$ cat src/rtl/pwm3_pkg.sv
package pwm3_pkg;
  localparam int CW  = 12;
  localparam int DW  = 7;
  localparam int AW  = 3;
  localparam int NCH = 3;

  localparam logic [AW-1:0] ADDR_PERIOD  = 3'd0;
  localparam logic [AW-1:0] ADDR_CH_BASE = 3'd1;
  localparam logic [AW-1:0] ADDR_DEAD    = 3'd4;
  localparam logic [AW-1:0] ADDR_MINW    = 3'd5;

  typedef struct packed {
    logic [CW:0] main_s;
    logic [CW:0] main_e;
    logic [CW:0] comp_s;
    logic [CW:0] comp_e;
  } win_t;
endpackage

$ cat src/rtl/pwm3_regs.sv
module pwm3_regs
  import pwm3_pkg::*;
#(
  parameter logic [CW-1:0] DEF_PERIOD = 12'd1250
) (
  input  logic                    clk_i,
  input  logic                    rst_ni,
  input  logic                    wr_en_i,
  input  logic [AW-1:0]           wr_addr_i,
  input  logic [CW-1:0]           wr_data_i,
  input  logic                    wrap_i,
  output logic [CW-1:0]           per_act_o,
  output logic [NCH-1:0][CW-1:0]  duty_act_o,
  output logic [DW-1:0]           dt_act_o,
  output logic [DW-1:0]           minw_act_o,
  output logic                    armed_o
);
  localparam logic [CW-1:0] PMIN = CW'(2);

  function automatic logic [CW-1:0] clamp_p(input logic [CW-1:0] v);
    return (v < PMIN) ? PMIN : v;
  endfunction

  logic [CW-1:0]          per_q;
  logic [DW-1:0]          dt_q;
  logic [DW-1:0]          minw_q;
  logic [NCH-1:0][CW-1:0] duty_q;
  logic [NCH-1:0]         flag_q;
  logic [NCH-1:0]         ch_wr;
  logic                   all_set;

  assign all_set = &flag_q;

  for (genvar g = 0; g < NCH; g++) begin : g_dec
    assign ch_wr[g] = wr_en_i && (wr_addr_i == ADDR_CH_BASE + AW'(g));
  end

  always_ff @(posedge clk_i or negedge rst_ni) begin
    if (!rst_ni) begin
      per_q      <= DEF_PERIOD;
      dt_q       <= '0;
      minw_q     <= '0;
      per_act_o  <= clamp_p(DEF_PERIOD);
      dt_act_o   <= '0;
      minw_act_o <= '0;
      armed_o    <= 1'b0;
    end else begin
      if (wr_en_i && wr_addr_i == ADDR_PERIOD) per_q  <= wr_data_i;
      if (wr_en_i && wr_addr_i == ADDR_DEAD)   dt_q   <= {wr_data_i[DW-1:1], 1'b0};
      if (wr_en_i && wr_addr_i == ADDR_MINW)   minw_q <= wr_data_i[DW-1:0];
      if (wrap_i) begin
        per_act_o  <= clamp_p(per_q);
        dt_act_o   <= dt_q;
        minw_act_o <= minw_q;
        if (all_set) armed_o <= 1'b1;
      end
    end
  end

  always_ff @(posedge clk_i or negedge rst_ni) begin
    if (!rst_ni) begin
      duty_q     <= '0;
      flag_q     <= '0;
      duty_act_o <= '0;
    end else begin
      for (int c = 0; c < NCH; c++) begin
        if (ch_wr[c]) begin
          duty_q[c] <= wr_data_i;
          flag_q[c] <= 1'b1;
        end else if (wrap_i && all_set) begin
          flag_q[c] <= 1'b0;
        end
        if (wrap_i && all_set) duty_act_o[c] <= duty_q[c];
      end
    end
  end

  // a complete staged set arms the outputs at the boundary
  assert_latch_arms_R3: assert property (@(posedge clk_i) disable iff (!rst_ni)
    (wrap_i && all_set) |=> armed_o);

  // active period never drops below the floor
  assert_period_floor_R9: assert property (@(posedge clk_i) disable iff (!rst_ni)
    wrap_i |=> (per_act_o >= PMIN));
endmodule

$ cat src/rtl/pwm3_timebase.sv
module pwm3_timebase
  import pwm3_pkg::*;
(
  input  logic          clk_i,
  input  logic          rst_ni,
  input  logic [CW-1:0] per_act_i,
  output logic [CW-1:0] cnt_o,
  output logic          wrap_o,
  output logic          sync_o
);
  logic [CW-1:0] cnt_q;

  assign cnt_o  = cnt_q;
  assign wrap_o = ({1'b0, cnt_q} + 1'b1) >= {1'b0, per_act_i};

  always_ff @(posedge clk_i or negedge rst_ni) begin
    if (!rst_ni) begin
      cnt_q  <= '0;
      sync_o <= 1'b0;
    end else begin
      cnt_q  <= wrap_o ? '0 : cnt_q + 1'b1;
      sync_o <= (cnt_q == '0);
    end
  end

  assert_cnt_in_period_R2: assert property (@(posedge clk_i) disable iff (!rst_ni)
    cnt_q < per_act_i);

  assert_sync_one_clock_R2: assert property (@(posedge clk_i) disable iff (!rst_ni)
    sync_o |=> !sync_o);
endmodule

$ cat src/rtl/pwm3_edge_calc.sv
module pwm3_edge_calc
  import pwm3_pkg::*;
(
  input  logic [CW-1:0] per_i,
  input  logic [CW-1:0] duty_i,
  input  logic [DW-1:0] dt_i,
  input  logic [DW-1:0] minw_i,
  output win_t          win_o
);
  logic [CW:0] p, d, t, m;
  logic [CW:0] w1, w2;

  always_comb begin
    p  = {1'b0, per_i};
    d  = {1'b0, duty_i};
    t  = (CW+1)'(dt_i);
    m  = (CW+1)'(minw_i);
    w1 = (d > t) ? d - t : '0;
    if (w1 > p) w1 = p;
    w2 = d + t;
    if (w2 > p) w2 = p;
    // deletion: main off, complement on for the whole period
    if (w1 < m) begin
      w1 = '0;
      w2 = '0;
    end
    win_o.main_s = (p - w1) >> 1;
    win_o.main_e = ((p - w1) >> 1) + w1;
    win_o.comp_s = (p - w2) >> 1;
    win_o.comp_e = ((p - w2) >> 1) + w2;
  end
endmodule

$ cat src/rtl/pwm3_out_stage.sv
module pwm3_out_stage
  import pwm3_pkg::*;
(
  input  logic           clk_i,
  input  logic           rst_ni,
  input  logic [CW-1:0]  cnt_i,
  input  win_t           win_i [NCH],
  input  logic           armed_i,
  input  logic           stop_i,
  output logic [NCH-1:0] hi_n_o,
  output logic [NCH-1:0] lo_n_o
);
  logic [CW:0]    c;
  logic [NCH-1:0] main_on, comp_on;
  logic           run;

  assign c   = {1'b0, cnt_i};
  assign run = armed_i && !stop_i;

  for (genvar g = 0; g < NCH; g++) begin : g_ch
    assign main_on[g] = (c >= win_i[g].main_s) && (c < win_i[g].main_e);
    assign comp_on[g] = !((c >= win_i[g].comp_s) && (c < win_i[g].comp_e));

    assert_no_shoot_through_R7: assert property (@(posedge clk_i) disable iff (!rst_ni)
      (hi_n_o[g] || lo_n_o[g]));
  end

  always_ff @(posedge clk_i or negedge rst_ni) begin
    if (!rst_ni) begin
      hi_n_o <= '1;
      lo_n_o <= '1;
    end else begin
      hi_n_o <= ~(main_on & {NCH{run}});
      lo_n_o <= ~(comp_on & {NCH{run}});
    end
  end

  assert_stop_forces_off_R8: assert property (@(posedge clk_i) disable iff (!rst_ni)
    stop_i |=> (&hi_n_o && &lo_n_o));

  assert_idle_until_armed_R1: assert property (@(posedge clk_i) disable iff (!rst_ni)
    !armed_i |=> (&hi_n_o && &lo_n_o));
endmodule

$ cat src/rtl/pwm3_centre.sv
module pwm3_centre
  import pwm3_pkg::*;
#(
  parameter logic [CW-1:0] DEF_PERIOD = 12'd1250
) (
  input  logic           clk_i,
  input  logic           rst_ni,
  input  logic           wr_en_i,
  input  logic [AW-1:0]  wr_addr_i,
  input  logic [CW-1:0]  wr_data_i,
  input  logic           stop_i,
  output logic           sync_o,
  output logic [NCH-1:0] hi_n_o,
  output logic [NCH-1:0] lo_n_o
);
  logic [CW-1:0]          per_act;
  logic [NCH-1:0][CW-1:0] duty_act;
  logic [DW-1:0]          dt_act, minw_act;
  logic                   armed, wrap;
  logic [CW-1:0]          cnt;
  win_t                   win [NCH];

  pwm3_regs #(.DEF_PERIOD(DEF_PERIOD)) u_regs (
    .clk_i      (clk_i),
    .rst_ni     (rst_ni),
    .wr_en_i    (wr_en_i),
    .wr_addr_i  (wr_addr_i),
    .wr_data_i  (wr_data_i),
    .wrap_i     (wrap),
    .per_act_o  (per_act),
    .duty_act_o (duty_act),
    .dt_act_o   (dt_act),
    .minw_act_o (minw_act),
    .armed_o    (armed)
  );

  pwm3_timebase u_tb (
    .clk_i     (clk_i),
    .rst_ni    (rst_ni),
    .per_act_i (per_act),
    .cnt_o     (cnt),
    .wrap_o    (wrap),
    .sync_o    (sync_o)
  );

  for (genvar g = 0; g < NCH; g++) begin : g_calc
    pwm3_edge_calc u_calc (
      .per_i  (per_act),
      .duty_i (duty_act[g]),
      .dt_i   (dt_act),
      .minw_i (minw_act),
      .win_o  (win[g])
    );
  end

  pwm3_out_stage u_out (
    .clk_i   (clk_i),
    .rst_ni  (rst_ni),
    .cnt_i   (cnt),
    .win_i   (win),
    .armed_i (armed),
    .stop_i  (stop_i),
    .hi_n_o  (hi_n_o),
    .lo_n_o  (lo_n_o)
  );
endmodule

$ cat config.mk
export PLATFORM = sky130hd
export DESIGN_NAME = pwm3_centre
export DESIGN_NICKNAME = d
export VERILOG_FILES = /design/src/rtl/pwm3_pkg.sv /design/src/rtl/pwm3_regs.sv /design/src/rtl/pwm3_timebase.sv /design/src/rtl/pwm3_edge_calc.sv /design/src/rtl/pwm3_out_stage.sv /design/src/rtl/pwm3_centre.sv
export SDC_FILE = /design/constraint.sdc
export NUM_CORES = 1
export LEC_CHECK = 0
export ABC_CLOCK_PERIOD_IN_PS = 15280
export BUFFER_PORTS_ARGS = -buffer_cell sky130_fd_sc_hd__buf_2
export CAP_MARGIN = 20
export CORE_MARGIN = 5
export CORE_UTILIZATION = 45
export CTS_CLUSTER_DIAMETER = 30
export CTS_CLUSTER_SIZE = 28
export DETAILED_ROUTE_END_ITERATION = 6
export MAX_ROUTING_LAYER = met4
export PLACE_DENSITY_LB_ADDON = 0.08
export SYNTH_ARGS = -nofsm -noshare
export SYNTH_HDL_FRONTEND = slang
export SYNTH_SLANG_ARGS = --single-unit
$ cat constraint.sdc
create_clock -name clk_i -period 15.28 [get_ports clk_i]
set_input_delay 0 -clock clk_i [delete_from_list [all_inputs] [get_ports clk_i]]
set_output_delay 0 -clock clk_i [all_outputs]
set_load 0.01 [all_outputs]
==> impl_metrics.yaml <==
run_status:
  status: "finished, final reports clean"
logic_synthesis:
  yosys.area.top_type: "ha_1"
  async_flop_share_pct: 100
  synth_flop_cell: "dfrtp_1"
  ys_seq_elements: 145
  synth_cells: 2369
  ys_top_cells_by_area: "ha_1, dfrtp_1, mux2_2"
  yosys_warnings: 0
  avgSynthCellArea_sq_um: 8.55
  synthTopCellsByCount: "ha_1, inv_1, a21o_1, a21oi_1, o21ai_0"
  yosysTopAreaCellShare_pct: 25.7
  synth_cell_type_count: 93
  syn_nets: 2822
  ys_seq_area_share_pct: 18.0
  syn_area_sq_um: 20200
  synth-edff-count: 0
  synthMostInstantiatedCell: "ha_1"
setup_path:
  cp.required_ns: 15.59
  r2r_start: "u_regs.dt_act_o[1]"
  worstSetupPathType: "flop to flop"
  crit_slowest_cell: "a32o_1"
  crit_buf_inv: 2
  crit_start: "u_regs.dt_act_o[1]"
  crit_path_max_fanout: 23
  rr_endpoint: "u_out.lo_n_o[2]"
  critical_path.most_common_cell: "ha_1"
  r2r_cells: 43
  cp-end-kind: "flop"
  path_delay_family: "compound AO/OA/AOI/OAI gates"
  critPathMaxStageDelay_ns: 0.79
  start_kind: "flop"
  rrSetupSlack_ns: 4.75
  worstPathArrival_ns: 10.83
detailed_routing:
  drc: 0
  routed_via_density: 5.61
  routed_wl_mm: 61.6
  drt_iter0_drc: 944
  wl_per_cell_microns: 20.5
  ant_nets: 0
  firstDrtPassIters: 5
  dr_total_vias: 16906
timing:
  finalCritPeriodShare_pct: 68.9
  slew_violations: 0
  worst_pin_slew_ns: 1.15
  relSlewSlack_pct: 22.7
  rsz0062_at_grt: "no"
  setup_tns_ns: 0
  layout_setup_ws_ns: 4.75
  fin_crit_ns: 10.53
  hold_viol: 0
  setup_viol: 0
  finClkSkew_ns: 0.0358
  max_freq_ghz: 0.0950
clocking:
  cts_tree: "done"
  cts.sinks: 145
  numCtsBuffers: 17
  cts_buffer_depth: 2
  post_cts_buffers: 0
  clk_latency_ns: 0.48
  clkTransAtPathRegs_ns: 0.07
  htreeDepth: 4
  clockRootBuffer: "clkbuf_16"
layout:
  area_delta_synth_final_pct: 8.16
  num-nets-final: 2861
  stdcell_area_sq_um: 21900
  n_fill_cell: 4365
  layout-drive-gt1-share_pct: 11.9
  fin_util_pct: 49.3
global_routing:
  antenna_found_initial: 2
  grt_pass1_wl_mm: 96.1
  grt_pass1_vias: 16428
  grt_overflow: 0
  grt.total_usage_pct: 25.5
  grt_max_degree: 78
worst_hold_path:
  min_to: "u_regs.duty_q[13]"
  hp-class: "input port to flop"
  holdCritStartpoint: "wr_addr_i[0]"
  min_path_cells: 3
placement:
  gp_congestion: 0.918
  dpl_cell_area_sq_um: 21200
  dp_slack_ns: 4.72
  numPortBuffers: 25
  dp_hpwl_mm: 48.1
floorplan:
  coreArea_sq_um: 44400
  die_h_microns: 222
  ios: 26
  start_util_pct: 45.6
  fp.dieW_microns: 222
  die_area_sq_um: 49300
  row_count: 77
flow_run:
  cap_violations: 0
## placed cells by master, fill, tap and decap left out, drive strengths merged, types with 15 or more instances in the layout
cell type / synthesis / routed
ha: 416 / 416
inv: 251 / 259
a21oi: 148 / 148
a21o: 146 / 146
o21ai: 144 / 144
nand2: 130 / 130
nor2: 130 / 130
dfrtp: 129 / 129
mux2: 108 / 108
xnor2: 105 / 105
buf: 21 / 59
nand2b: 54 / 54
xor2: 48 / 48
or2: 48 / 48
nor3: 47 / 47
nand3: 40 / 40
mux2i: 36 / 36
and2: 30 / 30
o21a: 30 / 30
nor2b: 29 / 29
o21bai: 23 / 23
nand4: 22 / 22
fa: 18 / 18
clkbuf: 32 / 18
dfstp: 16 / 16
a211oi: 15 / 15
## repair_timing
action,4_1_cts,5_1_grt
resized for setup,0,0
setup endpoints to repair,0,0
hold buffers,14,0
hold endpoints to repair,136,0
## per-stage QoR
step | hold slack, ns | std cells
floorplan | -0.296 | 2369
global placement | 0.0990 | 2965
detailed placement | 0.107 | 2965
CTS | 0.0106 | 3011
global route | 0.0648 | 3013
finish | 0.0414 | 3014
## how the worst max path moves through the flow
stage	end	slack, ns	cells past startpoint
final	u_out.lo_n_o[2]	4.75	43
after global routing	u_out.lo_n_o[2]	3.86	43
after CTS	u_out.lo_n_o[2]	4.70	43
after detailed placement	u_out.lo_n_o[2]	4.72	43
after global placement	u_out.lo_n_o[2]	4.80	42
after floorplan	u_out.lo_n_o[0]	6.13	48
## tightest hold or removal path, cell delays in order
cell and delay (ns):
buf_2 0.13, nor2_1 0.11, mux2_2 0.23
## sequential cells by signal, summed over array words and instances (netlist names)
signal	flops
u_regs.duty_act_o	36
u_regs.dt_act_o	6
u_regs.duty_q	36
u_regs.dt_q	6
u_regs.minw_q	7
u_out.lo_n_o	3
u_regs.per_act_o	12
u_regs.armed_o	1
u_regs.per_q	12
u_regs.flag_q	3
u_regs.minw_act_o	7
u_out.hi_n_o	3
u_tb.sync_o	1
u_tb.cnt_o	12
## area by class of cell
| class | count | area (sq um) | area share, % |
|---|---|---|---|
| sequential | 145 | 3650 | 16.7 |
| timing repair buffer | 73 | 531 | 2.42 |
| clock buffer | 18 | 439 | 2.01 |
| antenna | 1 | 2.50 | 0.0114 |
| multi-input combinational | 1920 | 15500 | 70.6 |
| inverter | 251 | 942 | 4.30 |
| clock inverter | 14 | 144 | 0.657 |
| tap | 592 | 741 | 3.38 |
## cells by family (layout without fill, tap and decap cells)
kind of cell / count (synthesis) / count (layout) / synth area share, %
flops: 145 / 145 / 18.0
other cells: 0 / 1 / 0
mux: 144 / 144 / 7.80
fa+ha+maj: 434 / 434 / 27.5
compound gates: 597 / 597 / 19.3
xor+xnor: 153 / 153 / 6.62
buf+inv: 304 / 356 / 5.77
simple gates: 592 / 592 / 15.0
## routing by layer
metal | vias up | global-route usage (%) | wire [microns]
met5 | - | - | 0
met4 | 0 | 7.22 | 1730
met3 | 85 | 3.68 | 2920
met2 | 378 | 39.4 | 27000
met1 | 7968 | 35.0 | 30000
li1 | 8475 | - | -
Power is not shown: default switching activity piles up to over one toggle a cycle in this logic, so the estimate is an artifact.
